<file path="src/rtl/aneg_seq_pkg.sv">
package aneg_seq_pkg;

    localparam int REG_AW = 5;
    localparam int DATA_W = 16;

    typedef logic [REG_AW-1:0] reg_addr_t;
    typedef logic [DATA_W-1:0] word_t;

    // PHY register numbers
    localparam reg_addr_t REG_CTRL  = 5'd0;
    localparam reg_addr_t REG_STAT  = 5'd1;
    localparam reg_addr_t REG_ADV   = 5'd4;
    localparam reg_addr_t REG_IMASK = 5'd19;

    // Control register bits
    localparam int CTL_RESET_BIT   = 15;
    localparam int CTL_SPEED_BIT   = 13;
    localparam int CTL_ANEN_BIT    = 12;
    localparam int CTL_RESTART_BIT = 9;
    localparam int CTL_DUPLEX_BIT  = 8;

    // Status register bits
    localparam int ST_ANDONE_BIT = 5;
    localparam int ST_RFAULT_BIT = 4;

    // Capability to advertisement mapping: status [CAP_HI -: N_CAP] -> adv [ADV_HI -: N_CAP]
    localparam int N_CAP       = 5;
    localparam int CAP_HI      = 15;
    localparam int ADV_HI      = 9;
    localparam int ADV_SEL_BIT = 0;

    localparam word_t CTL_RESET_CMD = word_t'(1 << CTL_RESET_BIT);
    localparam word_t AN_START_CMD  = word_t'((1 << CTL_ANEN_BIT) | (1 << CTL_RESTART_BIT));
    localparam word_t AN_FORCE_CMD  = word_t'((1 << CTL_ANEN_BIT) | (1 << CTL_RESTART_BIT) |
                                              (1 << CTL_SPEED_BIT) | (1 << CTL_DUPLEX_BIT));
    localparam word_t IMASK_ALL     = '1;

    typedef enum logic [3:0] {
        S_IDLE,
        S_RST_WR,
        S_RST_RD,
        S_RST_WAIT,
        S_MASK_WR,
        S_CAP_RD,
        S_ADV_WR,
        S_AN_WR,
        S_POLL_RD,
        S_POLL_WAIT,
        S_RF_WR
    } seq_state_t;

endpackage

</file>
<file path="src/rtl/aneg_interval_timer.sv">
module aneg_interval_timer #(
    parameter int TICKS = 500
) (
    input  logic clk,
    input  logic rst_n,
    input  logic run,
    input  logic ms_tick,
    output logic expired
);
    localparam int CW = (TICKS < 2) ? 1 : $clog2(TICKS + 1);
    localparam logic [CW-1:0] LAST = CW'(TICKS - 1);

    logic [CW-1:0] cnt_q;

    assign expired = run && ms_tick && (cnt_q == LAST);

    always_ff @(posedge clk or negedge rst_n) begin
        if (!rst_n) begin
            cnt_q <= '0;
        end else if (!run) begin
            cnt_q <= '0;
        end else if (ms_tick) begin
            cnt_q <= expired ? '0 : cnt_q + 1'b1;
        end
    end

    AST_TIMER_RANGE: assert property (@(posedge clk) disable iff (!rst_n) run |-> (cnt_q <= LAST));

endmodule

</file>
<file path="src/rtl/aneg_attempt_counter.sv">
module aneg_attempt_counter #(
    parameter int LIMIT_A = 6,
    parameter int LIMIT_B = 20
) (
    input  logic clk,
    input  logic rst_n,
    input  logic clr,
    input  logic step,
    input  logic phase_b,
    output logic at_last
);
    localparam int MAX_L = (LIMIT_A > LIMIT_B) ? LIMIT_A : LIMIT_B;
    localparam int AW    = (MAX_L < 2) ? 1 : $clog2(MAX_L + 1);
    localparam logic [AW-1:0] LAST_A = AW'(LIMIT_A - 1);
    localparam logic [AW-1:0] LAST_B = AW'(LIMIT_B - 1);

    logic [AW-1:0] cnt_q;
    logic [AW-1:0] last_sel;

    assign last_sel = phase_b ? LAST_B : LAST_A;
    assign at_last  = (cnt_q == last_sel);

    always_ff @(posedge clk or negedge rst_n) begin
        if (!rst_n) begin
            cnt_q <= '0;
        end else if (clr) begin
            cnt_q <= '0;
        end else if (step) begin
            cnt_q <= cnt_q + 1'b1;
        end
    end

    AST_ATTEMPT_RANGE: assert property (@(posedge clk) disable iff (!rst_n) !clr |-> (cnt_q <= last_sel));

endmodule

</file>
<file path="src/rtl/aneg_adv_builder.sv">
module aneg_adv_builder
    import aneg_seq_pkg::*;
(
    input  logic [15:0] caps,
    output logic [15:0] adv
);
    always_comb begin
        adv = '0;
        adv[ADV_SEL_BIT] = 1'b1;
        for (int k = 0; k < N_CAP; k++) begin
            adv[ADV_HI - k] = caps[CAP_HI - k];
        end
    end

endmodule

</file>
<file path="src/rtl/aneg_setup_seq.sv">
module aneg_setup_seq
    import aneg_seq_pkg::*;
#(
    parameter int POLL_MS     = 500,
    parameter int RESET_TRIES = 6,
    parameter int ANEG_TRIES  = 20
) (
    input  logic        clk,
    input  logic        rst_n,
    input  logic        start,
    input  logic        ms_tick,
    output logic        req_valid,
    output logic        req_write,
    output logic [4:0]  req_reg,
    output logic [15:0] req_wdata,
    input  logic        resp_done,
    input  logic [15:0] resp_rdata,
    output logic        done,
    output logic        failed,
    output logic        reset_timeout
);
    seq_state_t state_q, state_d;

    word_t caps_q;
    word_t adv_w;
    logic  wait_run, wait_exp;
    logic  cnt_clr, cnt_step, cnt_poll, cnt_last;
    logic  fin_ok, fin_fail, fin_rt;

    // ---------------- helpers ----------------
    assign wait_run = (state_q == S_RST_WAIT) || (state_q == S_POLL_WAIT);
    assign cnt_poll = (state_q inside {S_POLL_RD, S_POLL_WAIT, S_RF_WR});
    assign cnt_clr  = !(state_q inside {S_RST_RD, S_RST_WAIT, S_POLL_RD, S_POLL_WAIT, S_RF_WR});

    aneg_interval_timer #(.TICKS(POLL_MS)) u_timer (
        .clk     (clk),
        .rst_n   (rst_n),
        .run     (wait_run),
        .ms_tick (ms_tick),
        .expired (wait_exp)
    );

    aneg_attempt_counter #(.LIMIT_A(RESET_TRIES), .LIMIT_B(ANEG_TRIES)) u_attempts (
        .clk     (clk),
        .rst_n   (rst_n),
        .clr     (cnt_clr),
        .step    (cnt_step),
        .phase_b (cnt_poll),
        .at_last (cnt_last)
    );

    aneg_adv_builder u_adv (
        .caps (caps_q),
        .adv  (adv_w)
    );

    // ---------------- state register ----------------
    always_ff @(posedge clk or negedge rst_n) begin
        if (!rst_n) begin
            state_q <= S_IDLE;
        end else begin
            state_q <= state_d;
        end
    end

    // ---------------- next state ----------------
    always_comb begin
        state_d  = state_q;
        fin_ok   = 1'b0;
        fin_fail = 1'b0;
        fin_rt   = 1'b0;
        cnt_step = 1'b0;
        unique case (state_q)
            S_IDLE: begin
                if (start) state_d = S_RST_WR;
            end
            S_RST_WR: begin
                if (resp_done) state_d = S_RST_RD;
            end
            S_RST_RD: begin
                if (resp_done) begin
                    if (!resp_rdata[CTL_RESET_BIT]) begin
                        state_d = S_MASK_WR;
                    end else if (cnt_last) begin
                        state_d = S_IDLE;
                        fin_rt  = 1'b1;
                    end else begin
                        state_d  = S_RST_WAIT;
                        cnt_step = 1'b1;
                    end
                end
            end
            S_RST_WAIT: begin
                if (wait_exp) state_d = S_RST_RD;
            end
            S_MASK_WR: begin
                if (resp_done) state_d = S_CAP_RD;
            end
            S_CAP_RD: begin
                if (resp_done) state_d = S_ADV_WR;
            end
            S_ADV_WR: begin
                if (resp_done) state_d = S_AN_WR;
            end
            S_AN_WR: begin
                if (resp_done) state_d = S_POLL_RD;
            end
            S_POLL_RD: begin
                if (resp_done) begin
                    if (resp_rdata[ST_ANDONE_BIT]) begin
                        state_d = S_IDLE;
                        if (resp_rdata[ST_RFAULT_BIT]) fin_fail = 1'b1;
                        else                           fin_ok   = 1'b1;
                    end else if (cnt_last) begin
                        state_d  = S_IDLE;
                        fin_fail = 1'b1;
                    end else begin
                        cnt_step = 1'b1;
                        state_d  = resp_rdata[ST_RFAULT_BIT] ? S_RF_WR : S_POLL_WAIT;
                    end
                end
            end
            S_RF_WR: begin
                if (resp_done) state_d = S_POLL_WAIT;
            end
            S_POLL_WAIT: begin
                if (wait_exp) state_d = S_POLL_RD;
            end
            default: state_d = S_IDLE;
        endcase
    end

    // ---------------- request outputs ----------------
    always_comb begin
        req_valid = 1'b0;
        req_write = 1'b0;
        req_reg   = REG_CTRL;
        req_wdata = '0;
        unique case (state_q)
            S_RST_WR: begin
                req_valid = 1'b1;
                req_write = 1'b1;
                req_wdata = CTL_RESET_CMD;
            end
            S_RST_RD: begin
                req_valid = 1'b1;
            end
            S_MASK_WR: begin
                req_valid = 1'b1;
                req_write = 1'b1;
                req_reg   = REG_IMASK;
                req_wdata = IMASK_ALL;
            end
            S_CAP_RD: begin
                req_valid = 1'b1;
                req_reg   = REG_STAT;
            end
            S_ADV_WR: begin
                req_valid = 1'b1;
                req_write = 1'b1;
                req_reg   = REG_ADV;
                req_wdata = adv_w;
            end
            S_AN_WR: begin
                req_valid = 1'b1;
                req_write = 1'b1;
                req_wdata = AN_START_CMD;
            end
            S_POLL_RD: begin
                req_valid = 1'b1;
                req_reg   = REG_STAT;
            end
            S_RF_WR: begin
                req_valid = 1'b1;
                req_write = 1'b1;
                req_wdata = AN_FORCE_CMD;
            end
            default: ;
        endcase
    end

    // ---------------- captured capabilities and results ----------------
    always_ff @(posedge clk or negedge rst_n) begin
        if (!rst_n) begin
            caps_q <= '0;
        end else if (state_q == S_CAP_RD && resp_done) begin
            caps_q <= resp_rdata;
        end
    end

    always_ff @(posedge clk or negedge rst_n) begin
        if (!rst_n) begin
            done          <= 1'b0;
            failed        <= 1'b0;
            reset_timeout <= 1'b0;
        end else if (state_q == S_IDLE && start) begin
            done          <= 1'b0;
            failed        <= 1'b0;
            reset_timeout <= 1'b0;
        end else begin
            if (fin_ok)   done          <= 1'b1;
            if (fin_fail) failed        <= 1'b1;
            if (fin_rt)   reset_timeout <= 1'b1;
        end
    end

    // ---------------- assertions ----------------
    AST_FIRST_TXN_RESET: assert property (@(posedge clk) disable iff (!rst_n) (state_q == S_IDLE && start) |=> (req_valid && req_write && req_reg == REG_CTRL && req_wdata == CTL_RESET_CMD));
    AST_MASK_ALL: assert property (@(posedge clk) disable iff (!rst_n) (req_valid && req_write && req_reg == REG_IMASK) |-> (req_wdata == IMASK_ALL));
    AST_ADV_FIXED_BITS: assert property (@(posedge clk) disable iff (!rst_n) (req_valid && req_write && req_reg == REG_ADV) |-> (req_wdata[0] && req_wdata[4:1] == 4'd0 && req_wdata[15:10] == 6'd0));
    AST_RESULT_ONLY_IDLE: assert property (@(posedge clk) disable iff (!rst_n) (done || failed || reset_timeout) |-> (state_q == S_IDLE && !req_valid));
    AST_START_IGNORED: assert property (@(posedge clk) disable iff (!rst_n) (state_q != S_IDLE && state_q != S_RST_WR && start) |=> !(req_valid && req_write && req_reg == REG_CTRL && req_wdata == CTL_RESET_CMD));
    AST_ONE_RESULT: assert property (@(posedge clk) disable iff (!rst_n) $onehot0({done, failed, reset_timeout}));
    AST_RESULT_HOLD: assert property (@(posedge clk) disable iff (!rst_n) (state_q == S_IDLE && !start) |=> $stable({done, failed, reset_timeout}));
    AST_REQ_STABLE: assert property (@(posedge clk) disable iff (!rst_n) (req_valid && !resp_done) |=> (req_valid && $stable(req_write) && $stable(req_reg) && $stable(req_wdata)));

endmodule

</file>
<file path="config.mk">
export PLATFORM = sky130hd
export DESIGN_NAME = aneg_setup_seq
export DESIGN_NICKNAME = d
export VERILOG_FILES = /design/src/rtl/aneg_seq_pkg.sv /design/src/rtl/aneg_interval_timer.sv /design/src/rtl/aneg_attempt_counter.sv /design/src/rtl/aneg_adv_builder.sv /design/src/rtl/aneg_setup_seq.sv
export SDC_FILE = /design/constraint.sdc
export NUM_CORES = 1
export LEC_CHECK = 0
export ABC_AREA = 1
export CAP_MARGIN = 20
export CORE_MARGIN = 5
export CORE_UTILIZATION = 39
export CTS_CLUSTER_DIAMETER = 30
export CTS_CLUSTER_SIZE = 30
export DETAILED_ROUTE_END_ITERATION = 10
export DONT_BUFFER_PORTS = 1
export GPL_TIMING_DRIVEN = 0
export PLACE_DENSITY = 0.54
export SYNTH_ARGS = -nofsm -noshare
export SYNTH_HDL_FRONTEND = slang
export SYNTH_HIERARCHICAL = 1
export SYNTH_SLANG_ARGS = --single-unit
export TNS_END_PERCENT = 5
</file>
<file path="constraint.sdc">
create_clock -name clk -period 1.9 [get_ports clk]
set_input_delay 0.095 -clock clk [delete_from_list [all_inputs] [get_ports clk]]
set_output_delay 0.095 -clock clk [all_outputs]
set_load 0.005 [all_outputs]
</file>
After elaboration in Yosys (flattened, before gate mapping):

Index checks and enable logic that the tools add are counted.
Widths: inputs -> output; s select.

* add/subtract/negate cells: 2
* equal/unequal tests: 25
* muxes and demuxes: 51
* reductions and logical operators: 15

Operator list (number)
* $pmux 16 s5: 1
* $mux 4: 13
* $pmux 4 s11: 1
* $mux 9: 3
* $mux 1: 25
* $ne 2x2->1 const B: 11
* $eq 4x3->1 const B: 4
* $mux 5: 3
* $pmux 5 s3: 1
* $eq 4x4->1 const B: 3
* $reduce_and 11->1: 1
* $add 9x1->9 const B: 1
* $eq 9x9->1 const B: 1
* $eq 4x2->1 const B: 2
* $reduce_or 8->1: 1
* $reduce_bool 2->1: 3
* $add 5x1->5 const B: 1
* $eq 5x5->1: 1
* $reduce_bool 5->1: 1
* $reduce_or 5->1: 1
* $eq 4x1->1 const B: 1
* $logic_and 1x1->1: 4
* $logic_not 4->1: 1
* $mux 2: 2
* 6 further kinds: 7

* register bits: 37
* input bits: 21
* output and inout port bits: 26
* word-level logic and storage cells: 100

Depth between registers and ports, before layout:

Gate-level depths: netlist of run 1.

* word-level depth: 10
* depth in mapped cells: 14
* depth with buffers taken out: 14

Modules after synthesis:

Netlist of run 1, hierarchy kept.

Modules (own cells, without submodules)
* aneg_setup_seq: instances 1, cells an instance 202, area each 1460.2 sq um, sequential area each 575.6 sq um
* aneg_interval_timer: instances 1, cells an instance 76, area each 571.8 sq um, sequential area each 225.2 sq um
* aneg_attempt_counter: instances 1, cells an instance 40, area each 299.0 sq um, sequential area each 125.1 sq um
* aneg_adv_builder: instances 1, cells an instance 18, area each 127.6 sq um, sequential area each 0.0 sq um

Worst setup path before layout of run 1:

OpenSTA, ideal clock, no wires.

* kind: register to register
* from: register state_q[1]
* to: register u_attempts.cnt_q[3]
* setup time: 0.119 ns
* data arrival time: 1.786 ns
* data required time: 1.781 ns
* path slack: -0.005 ns
* cell stages (with the launch flop): 14
* buffers on the path: 0
* clock period less this slack: 1.905 ns
* cells stage by stage: dfrtp_1 > nand2_1 > inv_1 > nor2_1 > a22oi_1 > nor2_1 > nor2_1 > nand2_1 > a21oi_1 > nor2_2 > nor2_2 > nand3_2 > nand2_1 > nor2_1

* longest elaborated chain between the ends: 9
* elaborated cells on any way between the ends: 17
* classes of those cells: eq/ne (7); mux (8); reduce/logical (2)

Ends and longest elaborated chain
* from (decl): line aneg_setup_seq.sv:22 `seq_state_t state_q, state_d;`
* from (signal assigned): line aneg_setup_seq.sv:62 `state_q <= state_d;`
* $eq 4x4->1: line aneg_setup_seq.sv:32 `assign cnt_poll = (state_q inside {S_POLL_RD, S_POLL_WAIT, S_RF_WR});`
* $reduce_bool 3->1 *: line aneg_setup_seq.sv:32
* net cnt_poll: line aneg_setup_seq.sv:27 `logic cnt_clr, cnt_step, cnt_poll, cnt_last;`
* $mux 5 *: line aneg_attempt_counter.sv:20 `assign last_sel = phase_b ? LAST_B : LAST_A;`
* $eq 5x5->1 *: line aneg_attempt_counter.sv:21 `assign at_last = (cnt_q == last_sel);`
* net cnt_last: line aneg_setup_seq.sv:27
* $mux 1 *: line aneg_setup_seq.sv:84, aneg_setup_seq.sv:114
* $mux 1 (on tied branches): line aneg_setup_seq.sv:110, aneg_setup_seq.sv:82
* $mux 1 (on tied branches): line aneg_setup_seq.sv:109, aneg_setup_seq.sv:81
* $pmux 1 s2 *: line aneg_setup_seq.sv:73 `unique case (state_q)`
* net cnt_step: line aneg_setup_seq.sv:27
* $ne 2x2->1 (no line) *
* to (signal assigned): line aneg_attempt_counter.sv:29 `cnt_q <= cnt_q + 1'b1;`
* to (decl): line aneg_attempt_counter.sv:17 `logic [AW-1:0] cnt_q;`

Mark *: on every way through the listed nets, which the timed path passes. The rest lies on a longest branch.
A chain may end at the register's enable or synchronous reset.

Worst setup path in the final report of run 1:

* from: register state_q[2]
* to: register u_attempts.cnt_q[4]

The elaborated chain is that of the path after synthesis.

==> results.env, run 1 <==
SKEW_PS=15.9
FLOORPLAN.DIE.WIDTH_UM=82.7
REGAREA_UM2=657
GLOBAL_ROUTE.USAGE.TOTAL_PCT=15.2
RELSLEWSLACK_PCT=57.8
INSERTION_DELAY_PS=280
SETUP_SLACK_AFTER_PLACEMENT_PS=-259
TRANSITION_TIME_AT_THE_PIN_WITH_THE_LEAST_SLEW_MARGIN_PS=631
RSZ0062_AT_GRT='true'
DESIGN_AREA_MM2=0.00263
CTS-HTREE-LEVELS=1
NUMBER_OF_BUFFERS_INSERTED_BY_PORT_BUFFERING=0
TOTALWIRELENGTH_UM=5030
CTS.PATH.MAX_BUFFERS=2
PLACEDINSTANCEAREA_MM2=0.00219
FLOORPLAN.DIE_AREA_MM2=0.00684
FINAL_HOLD_SLACK_PS=7.29
INITIAL_CORE_UTIL_PCT=40.3
WORST-PATH-MAX-FANOUT=4
ROUTE.DETAILED.DRC=0
P_PER_AREA_mW_PER_MM2=987
SYNTH_WARNINGS=6
CLOCK_TREE_FROM_TRITONCTS='yes'
DRIVE_GT1_SHARE_PCT=30.7
NUMCLOCKSINKS=26
FILL_CELL_COUNT=525
VIAS_CELL=4.68
FIRST_GLOBAL_VIAS=1735
DRT_INITIAL_VIOLATIONS=158
WORSTSETUPSTARTPOINTTYPE='register'
SYNTHESIS.AREA_PER_INSTANCE_UM2=6.63
GP_ROUTABILITY_CONGESTION=0.845
LAYOUT_STAGE_AREA_GROWTH_OVER_THE_SYNTHESIS_RESULT_PCT=27.7
CP_CELL_SEQUENCE='inv_2 -> nand2_4 -> nor2_4 -> o22ai_2 -> nand2_2 -> nor2_4 -> nor2_2 -> nand2_2 -> a21oi_4 -> nor2_4 -> nor2_2 -> nand3_2 -> nand2_1 -> nor2_1'
GRT_REMAINING_OVERFLOW=0
CRITICAL_PATH.SLOWEST_CELL='sky130_fd_sc_hd__dfrtp_2'
GRT_FIRST_PASS_WIRELENGTH_UM=8070
ACHIEVABLE-FREQUENCY_MHz=538
CTS_BUFFERS=3
SLEW_VIOL_FINAL=0
CORE_REGION_AREA_MM2=0.00511
DRT_PASS1_ITERATIONS=4
ANTENNADIODECOUNT=0
FP-ROW-COUNT=26
NUMBER_OF_ANTENNA_VIOLATIONS_AT_THE_FIRST_CHECK_IN_GLOBAL_ROUTING=0
END_KIND='register'
FINAL-SETUP-VIOL-COUNT=0
NUM_IO_PINS=47
CAP_VIOL_MAX_COUNT=0
FOOTPRINT_OF_THE_MULTI_INPUT_GATES_MM2=0.00130
HP-CLASS='input port to register'
FINAL.PERIOD_UTILIZATION_PCT=97.8
FINISH.NET_COUNT=377
AVGROUTEDWIREPERCELL_UM=11.9
DIE-HEIGHT_UM=82.7
CP.REQUIRED_PS=2080
TIMING.CRITICAL_PATH.MODE_CELL='sky130_fd_sc_hd__nor2_4'
REPORT.FINAL.HOLD_VIOL_COUNT=0
SETUP.WORST_PATH.CLASS='register to register'
DP_HPWL_UM=3510
DRT.ANTENNA.VIOLATING_NETS=0
CTS_ROOT_BUFFER='sky130_fd_sc_hd__clkbuf_8'
CLK_PIN_SLEW_WORST_PATHS_PS=100
ROUTE.VIAS.TOTAL=1974
GRT_MAX_DEGREE=27
POST-ROUTE-MIN-PERIOD_PS=1860
VDD.IR_DROP.WORST_mV=0.398
CP_DATA_ARRIVAL_TIME_PS=2040
POST_SYNTHESIS_CELLS=311
SETUP_WS_FINAL_PS=40.9
LAYOUT.CORE_UTILIZATION_PCT=51.5
OUTCOME='completed'
SYN-CELL-AREA_MM2=0.00206
DELAY_OF_THE_SLOWEST_CELL_ON_THE_WORST_PATH_PS=480
STATIC-LEAKAGE-POWER_nW=1.41
## worst max-delay path, delay by kind of cell (launching register included)
kind	cells	cell delay (ps)
DFF	1	480
AOI/OAI and AO/OA	2	270
and+or+nand+nor	11	920
buffers and inverters	1	100
## power by group
part	internal [W]	switching, W	total (W)
registers	0.000658	0.000104	0.000762
logic	0.000646	0.000861	0.00151
clock network	0.000143	0.000185	0.000328
## sequential cells by signal (all words and copies together) (netlist names)
signal / cells
caps_q: 5
done: 1
failed: 1
reset_timeout: 1
state_q: 4
u_attempts/cnt_q: 5
u_timer/cnt_q: 9
## final timing paths
| check | startpoint | to | slack (ps) | cells past startpoint |
|---|---|---|---|---|
| worst max-delay path | state_q[2] | u_attempts/cnt_q[4] | 40 | 14 |
| worst min-delay path | resp_done | reset_timeout | 7 | 2 |
| worst max register to register | state_q[2] | u_attempts/cnt_q[4] | 40 | 14 |
| worst min register to register | caps_q[15] | caps_q[15] | 500 | 2 |
| max in group asynchronous | rst_n | state_q[1] | 1480 | 2 |
| min in group asynchronous | rst_n | u_attempts/cnt_q[3] | 240 | 2 |
## metrics by stage
stage               power (W)  setup TNS [ps]  cells
floorplan             0.00164               0    320
global placement      0.00187           -1710    390
detailed placement    0.00187           -1760    390
CTS                   0.00235           -13.4    409
global route          0.00280            -435    422
finish                0.00260               0    422
## cell usage in the layout, fill, tap and decap left out, types with 5 or more instances in the layout
cell type	n
sky130_fd_sc_hd__nor2_4	15
sky130_fd_sc_hd__nor2_1	22
sky130_fd_sc_hd__buf_4	38
sky130_fd_sc_hd__nand3_1	28
sky130_fd_sc_hd__nand2_1	106
sky130_fd_sc_hd__a21oi_1	6
sky130_fd_sc_hd__dfrtp_2	5
sky130_fd_sc_hd__nand2_2	13
sky130_fd_sc_hd__conb_1	12
sky130_fd_sc_hd__dlygate4sd3_1	8
sky130_fd_sc_hd__inv_2	7
sky130_fd_sc_hd__dfrtp_1	21
sky130_fd_sc_hd__inv_1	28
## area by class of cell
cell class / count / share of cell area, %
Multi-Input combinational cell: 237 / 49.3
Sequential cell: 26 / 25.0
Timing Repair Buffer: 29 / 9.51
Buffer: 21 / 6.18
Inverter: 36 / 5.14
Tap cell: 70 / 3.33
Clock buffer: 3 / 1.57
## timing repair
item | CTS | global route
buffers inserted | 7 | 13
endpoints found under the setup margin | 21 | 26
pin swaps | 4 | 13
gates resized for setup | 17 | 30
hold buffers | 9 | 0
endpoints found under the hold margin | 32 | 0
## layer usage
layer  track usage [%]  part of all wire, %  vias up
li1                  -                    -     1020
met1              20.8                   45      895
met2              24.2                   45       55
met3              3.15                  8.4        4
met4              4.41                  1.0        0
met5                 0                    0        -
(Power assumes the default switching activity.)
==> run 2, diff against run 1 <==
--- a/config.mk
+++ b/config.mk
@@ -14,6 +14,7 @@
 export DETAILED_ROUTE_END_ITERATION = 10
 export DONT_BUFFER_PORTS = 1
 export GPL_TIMING_DRIVEN = 0
+export HOLD_SLACK_MARGIN = 0.05
 export PLACE_DENSITY = 0.54
 export SYNTH_ARGS = -nofsm -noshare
 export SYNTH_HDL_FRONTEND = slang
==> run 2 against run 1 <==
Compared with the run above:
- power grew 0.12%
- non-clock buffer count grew 1
- critical endpoint unchanged
- combinational power is essentially flat
- die area is the same
- utilization grew 0.20 points
- worst hold slack gained 56 ps
- largest power group unchanged
- via count grew 0.25%
- sequential cell count is the same
==> results.env, run 2 (synthesis gave the netlist of run 1 again) <==
VIAS_CELL=4.68  # about the same
POWER_SWITCHING_W=0.00115  # about the same
CAP_VIOL_MAX_COUNT=0  # unchanged
LARGEST_REGISTER='u_timer/cnt_q'  # unchanged
DRIVE_GT1_SHARE_PCT=30.6  # was 30.7%
FINISH.NET_COUNT=378  # was 377
POST-ROUTE-MIN-PERIOD_PS=1870  # was 1860 ps
HIGHEST-SIGNAL-LAYER='met4'  # unchanged
ANTENNADIODECOUNT=0  # unchanged
CTS-HTREE-LEVELS=1  # unchanged
ROUTE.MET3.WL_UM=340  # was 421 µm
WORST-PATH-MAX-FANOUT=4  # unchanged
ACHIEVABLE-FREQUENCY_MHz=536  # was 538 MHz
TOTALWIRELENGTH_UM=5060  # was 5030 µm
NUMCLOCKSINKS=26  # unchanged
CP_CELL_SEQUENCE='inv_2 -> nand2_4 -> nor2_4 -> o22ai_2 -> nand2_2 -> nor2_4 -> nor2_2 -> nand2_2 -> a21oi_4 -> nor2_4 -> nor2_2 -> nand3_2 -> nand2_1 -> nor2_1'  # unchanged
RR_STARTPOINT='state_q[2]'  # unchanged
GLOBAL_ROUTE.USAGE.TOTAL_PCT=15.3  # was 15.2%
SLEW_VIOL_FINAL=0  # unchanged
PLACEDINSTANCEAREA_MM2=0.00219  # unchanged
CP.REQUIRED_PS=2080  # about the same
DESIGN_AREA_MM2=0.00264  # was 0.00263 mm²
MET2WIRELENGTH_UM=2290  # about the same
DP_HPWL_UM=3510  # unchanged
DRT_INITIAL_VIOLATIONS=110  # was 158
RSZ0062_AT_GRT='true'  # unchanged
WORST_PATH_DOMINANT_CELL_FAMILY='simple AND/OR/NAND/NOR gates'  # unchanged
PROPORTION_OF_POWER_DRAWN_BY_COMBINATIONAL_GATES_PCT=58.1  # was 58.0%
LAYOUT_TOP_REGISTERS='u_timer/cnt_q (9), caps_q (5), u_attempts/cnt_q (5)'  # unchanged
INSERTION_DELAY_PS=280  # about the same
POWER_FRAC_SEQ_PCT=29.3  # about the same
REGTOREGENDPOINT='u_attempts/cnt_q[4]'  # unchanged
SKEW_PS=15.4  # was 15.9 ps
MOST-COMMON-LAYOUT-CELLS='sky130_fd_sc_hd__nand2_1, sky130_fd_sc_hd__buf_4, sky130_fd_sc_hd__inv_1, sky130_fd_sc_hd__nand3_1, sky130_fd_sc_hd__nor2_1'  # unchanged
STATIC-LEAKAGE-POWER_nW=1.42  # was 1.41 nW
DIE-HEIGHT_UM=82.7  # unchanged
FINAL.PERIOD_UTILIZATION_PCT=98.3  # was 97.8%
DELAY_OF_THE_SLOWEST_CELL_ON_THE_WORST_PATH_PS=480  # about the same
LAYOUT_STAGE_AREA_GROWTH_OVER_THE_SYNTHESIS_RESULT_PCT=28.2  # was 27.7%
FINAL-SETUP-VIOL-COUNT=0  # unchanged
FP-ROW-COUNT=26  # unchanged
GRT_FIRST_PASS_WIRELENGTH_UM=8140  # was 8070 µm
MET1WIRELENGTH_UM=2380  # was 2270 µm
REPORT.FINAL.HOLD_VIOL_COUNT=0  # unchanged
DRT.ANTENNA.VIOLATING_NETS=0  # unchanged
END_KIND='register'  # unchanged
CP_DATA_ARRIVAL_TIME_PS=2050  # was 2040 ps
P_CLK_SHARE_PCT=12.6  # about the same
NUMBER_OF_ANTENNA_VIOLATIONS_AT_THE_FIRST_CHECK_IN_GLOBAL_ROUTING=0  # unchanged
CRITICAL_PATH.SLOWEST_CELL='sky130_fd_sc_hd__dfrtp_2'  # unchanged
SETUP.WORST_PATH.CLASS='register to register'  # unchanged
RELSLEWSLACK_PCT=57.8  # unchanged
SWITCHING_SHARE_PCT=44.3  # about the same
FLOORPLAN.DIE.WIDTH_UM=82.7  # unchanged
AVGROUTEDWIREPERCELL_UM=12.0  # was 11.9 µm
DRT_PASS1_ITERATIONS=4  # unchanged
ROUTE.VIAS.TOTAL=1979  # was 1974
CP.BUFFERS_INVERTERS=1  # unchanged
FLOORPLAN.DIE_AREA_MM2=0.00684  # unchanged
LAYOUT.CELLS.MOST_COMMON='sky130_fd_sc_hd__nand2_1'  # unchanged
SETUP.REG_TO_REG.WORST_SLACK_PS=30  # was 40 ps
CTS_ROOT_BUFFER='sky130_fd_sc_hd__clkbuf_8'  # unchanged
NUM_IO_PINS=47  # unchanged
P_PER_AREA_mW_PER_MM2=985  # was 987 mW/mm²
GRT_REMAINING_OVERFLOW=0  # unchanged
REG2REGPATHDEPTH=14  # unchanged
GP_ROUTABILITY_CONGESTION=0.845  # unchanged
CLK_PIN_SLEW_WORST_PATHS_PS=100  # about the same
TIMING.CRITICAL_PATH.MODE_CELL='sky130_fd_sc_hd__nor2_4'  # unchanged
NUMBER_OF_BUFFERS_INSERTED_BY_PORT_BUFFERING=0  # unchanged
OUTCOME='completed'  # unchanged
HP-CLASS='input port to register'  # unchanged
FIRST_GLOBAL_VIAS=1756  # was 1735
PATH_DEPTH=14  # unchanged
CTS_BUFFERS=3  # unchanged
TRANSITION_TIME_AT_THE_PIN_WITH_THE_LEAST_SLEW_MARGIN_PS=631  # unchanged
CTS.PATH.MAX_BUFFERS=2  # unchanged
TOTALNEGATIVESETUPSLACK_PS=0  # unchanged
FILL_CELL_COUNT=524  # was 525
STARTPOINT='state_q[2]'  # unchanged
VDD.IR_DROP.WORST_mV=0.398  # about the same
TOTAL_POWER_W=0.00260  # about the same
CLOCK_TREE_FROM_TRITONCTS='yes'  # unchanged
MAX_FFS_PER_REGISTER=9  # unchanged
CELLINTERNALPOWER_W=0.00145  # about the same
GRT_MAX_DEGREE=27  # unchanged
INITIAL_CORE_UTIL_PCT=40.3  # unchanged
ROUTE.DETAILED.DRC=0  # unchanged
CRIT_PATH_END='u_attempts/cnt_q[4]'  # unchanged
CORE_REGION_AREA_MM2=0.00511  # unchanged
WORSTSETUPSTARTPOINTTYPE='register'  # unchanged
-- run 2: cell types whose count changed in the layout (fill, tap and decap cells not counted), sizes merged --
| cell | previous run | this run |
|---|---|---|
| dlygate4sd3 | 8 | 9 |
-- run 2: layout make-up --
class | instances | area [µm²] | area share [%]
clock buffer | 3 | 41.3 | 1.56
timing repair buffer | 30 | 260 | 9.85
sequential | 26 | 657 | 24.9
tap | 70 | 87.6 | 3.32
inverter | 36 | 135 | 5.12
multi-input combinational | 237 | 1300 | 49.1
buffer | 21 | 163 | 6.16
-- run 2: power groups by stage --
stage	clock [W]	combinational, W	sequential, W
floorplan	0	0.000913	0.000731
global placement	0	0.00112	0.000750
detailed placement	0	0.00112	0.000751
CTS	0.000343	0.00126	0.000753
global route	0.000360	0.00167	0.000776
finish	0.000327	0.00151	0.000763
-- run 2: how the worst min path moves through the flow --
| stage | startpoint | endpoint | slack (ps) | cells past startpoint |
|---|---|---|---|---|
| floorplan | rst_n | caps_q[11] | -200 | 0 |
| global placement | rst_n | u_attempts/cnt_q[2] | -200 | 0 |
| detailed placement | rst_n | u_attempts/cnt_q[2] | -200 | 0 |
| CTS | start | failed | 60 | 3 |
| global route | start | failed | 70 | 3 |
| finish | start | failed | 60 | 3 |
-- run 2: worst register-to-register path, delay by kind of cell, from the launching register on --
family | cells | cell delay [ps]
compound gates | 2 | 270
buf+inv | 1 | 100
flops | 1 | 480
simple gates | 11 | 920
-- run 2: layer usage --
layer | vias to the layer above | track usage [%]
met2 | 48 | 24.3
met1 | 904 | 20.8
met3 | 4 | 3.25
met5 | - | 0
li1 | 1023 | -
met4 | 0 | 4.74
-- run 2: through the flow --
step / setup WS [ps] / utilization (%) / std cells / hold slack [ps]
finish: 33.1 / 51.7 / 423 / 62.9
global route: -72.6 / 51.7 / 423 / 71.8
CTS: -10.7 / 47.7 / 410 / 62.4
detailed placement: -259 / 42.8 / 390 / -200
global placement: -242 / 42.8 / 390 / -200
floorplan: 66.2 / - / 320 / -201
-- run 2: what timing repair did --
item | CTS | global route
endpoints found under the setup margin | 21 | 26
gates resized for setup | 17 | 30
pin swaps | 4 | 13
endpoints found under the hold margin | 34 | 0
hold buffers | 10 | 0
buffers inserted | 7 | 13
==> run 3, diff against run 2 <==
--- a/config.mk
+++ b/config.mk
@@ -8,14 +8,15 @@
 export ABC_AREA = 1
 export CAP_MARGIN = 20
 export CORE_MARGIN = 5
-export CORE_UTILIZATION = 39
+export CORE_UTILIZATION = 58
 export CTS_CLUSTER_DIAMETER = 30
 export CTS_CLUSTER_SIZE = 30
 export DETAILED_ROUTE_END_ITERATION = 10
 export DONT_BUFFER_PORTS = 1
 export GPL_TIMING_DRIVEN = 0
 export HOLD_SLACK_MARGIN = 0.05
-export PLACE_DENSITY = 0.54
+export MAX_ROUTING_LAYER = met4
+export PLACE_DENSITY = 0.75
 export SYNTH_ARGS = -nofsm -noshare
 export SYNTH_HDL_FRONTEND = slang
 export SYNTH_HIERARCHICAL = 1
==> run 3 against run 2 <==
Compared with the run above:
- the run now ends with negative setup slack left
- critical path depth did not move
- worst hold slack improved by 10 ps
- worst setup slack got worse by 50 ps
- utilization rose by 26 points
- count of clock-buffer cells in the layout did not move
- first-iteration DRC count rose by 87%
- clock skew fell by 10 ps
- sequential cell count did not move
- critical path type unchanged
- highest routed layer unchanged
==> results.env, run 3 (synthesis gave the netlist of run 1 again) <==
POST-ROUTE-MIN-PERIOD_PS=1920  # was 1870 ps
MIN-DELAY-START='resp_done'  # was start
FINAL-SETUP-VIOL-COUNT=1  # was 0
WORST-PATH-MAX-FANOUT=4  # unchanged
DP_HPWL_UM=3380  # was 3510 µm
STATIC-LEAKAGE-POWER_nW=1.42  # about the same
CORE_REGION_AREA_MM2=0.00339  # was 0.00511 mm²
CTS-HTREE-LEVELS=1  # unchanged
ANTENNADIODECOUNT=0  # unchanged
LAYOUT_STAGE_AREA_GROWTH_OVER_THE_SYNTHESIS_RESULT_PCT=27.4  # was 28.2%
LARGEST_REGISTER='u_timer/cnt_q'  # unchanged
CAP_VIOL_MAX_COUNT=0  # unchanged
LAYOUT_TOP_REGISTERS='u_timer/cnt_q (9), caps_q (5), u_attempts/cnt_q (5)'  # unchanged
INSERTION_DELAY_PS=330  # was 280 ps
FINISH.NET_COUNT=378  # unchanged
SLEW_VIOL_FINAL=0  # unchanged
END_KIND='register'  # unchanged
CTS_BUFFERS=3  # unchanged
WORSTSETUPSTARTPOINTTYPE='register'  # unchanged
SETUP.WORST_PATH.CLASS='register to register'  # unchanged
OUTCOME='finished with violations'  # was completed
GP_ROUTABILITY_CONGESTION=0.958  # was 0.845
MAX_FFS_PER_REGISTER=9  # unchanged
REG2REGPATHDEPTH=14  # unchanged
SKEW_PS=5.41  # was 15.4 ps
FLOORPLAN.DIE.WIDTH_UM=69.6  # was 82.7 µm
AVGROUTEDWIREPERCELL_UM=13.3  # was 12.0 µm
FIRST_GLOBAL_VIAS=1816  # was 1756
CLK_PIN_SLEW_WORST_PATHS_PS=140  # was 100 ps
RR_STARTPOINT='state_q[2]'  # unchanged
TOTALNEGATIVESETUPSLACK_PS=-16.8  # was 0 ps
DRT.ANTENNA.VIOLATING_NETS=0  # unchanged
VDD.IR_DROP.WORST_mV=0.489  # was 0.398 mV
CTS_ROOT_BUFFER='sky130_fd_sc_hd__clkbuf_4'  # was sky130_fd_sc_hd__clkbuf_8
WORST_HOLD_PATH.ENDPOINT='u_attempts/cnt_q[1]'  # was failed
ROUTE.VIAS.TOTAL=2107  # was 1979
DRT_INITIAL_VIOLATIONS=206  # was 110
NUM_IO_PINS=47  # unchanged
HP-CLASS='input port to register'  # unchanged
GRT_REMAINING_OVERFLOW=0  # unchanged
NUMBER_OF_ANTENNA_VIOLATIONS_AT_THE_FIRST_CHECK_IN_GLOBAL_ROUTING=0  # unchanged
LAYOUT.CORE_UTILIZATION_PCT=77.4  # was 51.7%
TOTALWIRELENGTH_UM=5310  # was 5060 µm
TRANSITION_TIME_AT_THE_PIN_WITH_THE_LEAST_SLEW_MARGIN_PS=564  # was 631 ps
GRT_FIRST_PASS_WIRELENGTH_UM=8080  # was 8140 µm
REGTOREGENDPOINT='u_attempts/cnt_q[3]'  # was u_attempts/cnt_q[4]
FLOORPLAN.DIE_AREA_MM2=0.00484  # was 0.00684 mm²
DRIVE_GT1_SHARE_PCT=30.8  # was 30.6%
FINAL.PERIOD_UTILIZATION_PCT=101  # was 98.3%
FAILED_CHECKS='negative setup slack'
NUMBER_OF_BUFFERS_INSERTED_BY_PORT_BUFFERING=0  # unchanged
FINAL_HOLD_SLACK_PS=73.1  # was 62.9 ps
VIAS_CELL=5.27  # was 4.68
INITIAL_CORE_UTIL_PCT=60.8  # was 40.3%
ROUTE.DETAILED.DRC=0  # unchanged
RSZ0062_AT_GRT='true'  # unchanged
DIE-HEIGHT_UM=69.6  # was 82.7 µm
NUMBER_OF_CELLS_ON_THE_WORST_HOLD_PATH=4  # was 3
CLOCK_TREE_FROM_TRITONCTS='yes'  # unchanged
CP.REQUIRED_PS=2130  # was 2080 ps
CP_DATA_ARRIVAL_TIME_PS=2150  # was 2050 ps
GLOBAL_ROUTE.USAGE.TOTAL_PCT=20.2  # was 15.3%
FP-ROW-COUNT=21  # was 26
SETUP.REG_TO_REG.WORST_SLACK_PS=-20  # was 30 ps
SETUP_WS_FINAL_PS=-16.8  # was 33.1 ps
ACHIEVABLE-FREQUENCY_MHz=522  # was 536 MHz
RELSLEWSLACK_PCT=62.3  # was 57.8%
TOTAL_POWER_W=0.00268  # was 0.00260 W
FILL_CELL_COUNT=245  # was 524
NUMCLOCKSINKS=26  # unchanged
REPORT.FINAL.HOLD_VIOL_COUNT=0  # unchanged
STARTPOINT='state_q[2]'  # unchanged
LAYOUT.CELLS.MOST_COMMON='sky130_fd_sc_hd__nand2_1'  # unchanged
P_PER_AREA_mW_PER_MM2=1020  # was 985 mW/mm²
CTS.PATH.MAX_BUFFERS=2  # unchanged
MOST-COMMON-LAYOUT-CELLS='sky130_fd_sc_hd__nand2_1, sky130_fd_sc_hd__buf_4, sky130_fd_sc_hd__nand3_1, sky130_fd_sc_hd__inv_1'  # was sky130_fd_sc_hd__nand2_1, sky130_fd_sc_hd__buf_4, sky130_fd_sc_hd__inv_1, sky130_fd_sc_hd__nand3_1, sky130_fd_sc_hd__nor2_1
GRT_MAX_DEGREE=27  # unchanged
DRT_PASS1_ITERATIONS=6  # was 4
-- run 3: changes by cell type in the layout (fill, tap and decap cells not counted), moves of 2 or more --
cell,before,now
sky130_fd_sc_hd__clkbuf_4,0,3
sky130_fd_sc_hd__clkbuf_8,3,0
sky130_fd_sc_hd__buf_4,38,36
sky130_fd_sc_hd__dlygate4sd3_1,9,11
-- run 3: worst max path at each step --
stage	end	depth (start not counted)
after floorplan	u_attempts/cnt_q[3]	13
after global placement	u_attempts/cnt_q[3]	14
after detailed placement	u_attempts/cnt_q[4]	14
after CTS	u_attempts/cnt_q[4]	13
after global routing	u_attempts/cnt_q[3]	10
final	u_attempts/cnt_q[3]	14
-- run 3: layout make-up --
| class | instances | area [µm²] | area share, % |
|---|---|---|---|
| timing repair buffer | 30 | 265 | 10.1 |
| sequential | 26 | 657 | 25.0 |
| inverter | 36 | 138 | 5.24 |
| tap | 46 | 57.6 | 2.19 |
| buffer | 21 | 163 | 6.20 |
| multi-input combinational | 237 | 1290 | 49.2 |
| clock inverter | 1 | 30.0 | 1.14 |
| clock buffer | 3 | 22.5 | 0.858 |
-- run 3: stage by stage --
step           cells  setup WS, ps  cell area [µm²]
2_1_floorplan    320          66.2             2100
3_3_place_gp     366          -257             2160
3_5_place_dp     366          -282             2160
4_1_cts          388         -35.1             2440
5_1_grt          400          -162             2630
6_report         400         -16.8             2630
-- run 3: critical path: stages (launching register included) --
cell	delay [ps]
sky130_fd_sc_hd__dfrtp_2	470
sky130_fd_sc_hd__inv_2	110
sky130_fd_sc_hd__nand2_4	60
sky130_fd_sc_hd__nor2_4	140
sky130_fd_sc_hd__o22ai_2	100
sky130_fd_sc_hd__nand2_2	100
sky130_fd_sc_hd__nor2_4	60
sky130_fd_sc_hd__nor2_2	120
sky130_fd_sc_hd__nand2_2	80
sky130_fd_sc_hd__a21oi_4	230
sky130_fd_sc_hd__nor2_4	90
sky130_fd_sc_hd__nor2_4	120
sky130_fd_sc_hd__nand3_2	60
sky130_fd_sc_hd__nand2_1	60
sky130_fd_sc_hd__nor2_1	40
-- run 3: timing repair --
| item | CTS | global route |
|---|---|---|
| endpoints found under the hold margin | 39 | 0 |
| buffers inserted | 6 | 12 |
| setup endpoints to repair | 21 | 37 |
| hold buffers | 12 | 0 |
| resized for setup | 21 | 28 |
| pin swaps | 3 | 14 |
-- run 3: where the power goes --
| part | switching, W | total, W | internal (W) |
|---|---|---|---|
| Combinational | 0.000919 | 0.00154 | 0.000626 |
| Sequential | 0.0000946 | 0.000752 | 0.000658 |
| Clock | 0.000168 | 0.000381 | 0.000213 |
-- run 3: per-layer routing --
layer	part of all wire (%)	global-route usage, %	vias up
met5	0	-	-
met2	48	33.1	107
met1	40	25.8	943
met4	3.7	5.21	0
li1	-	-	1028
met3	8.4	3.33	29
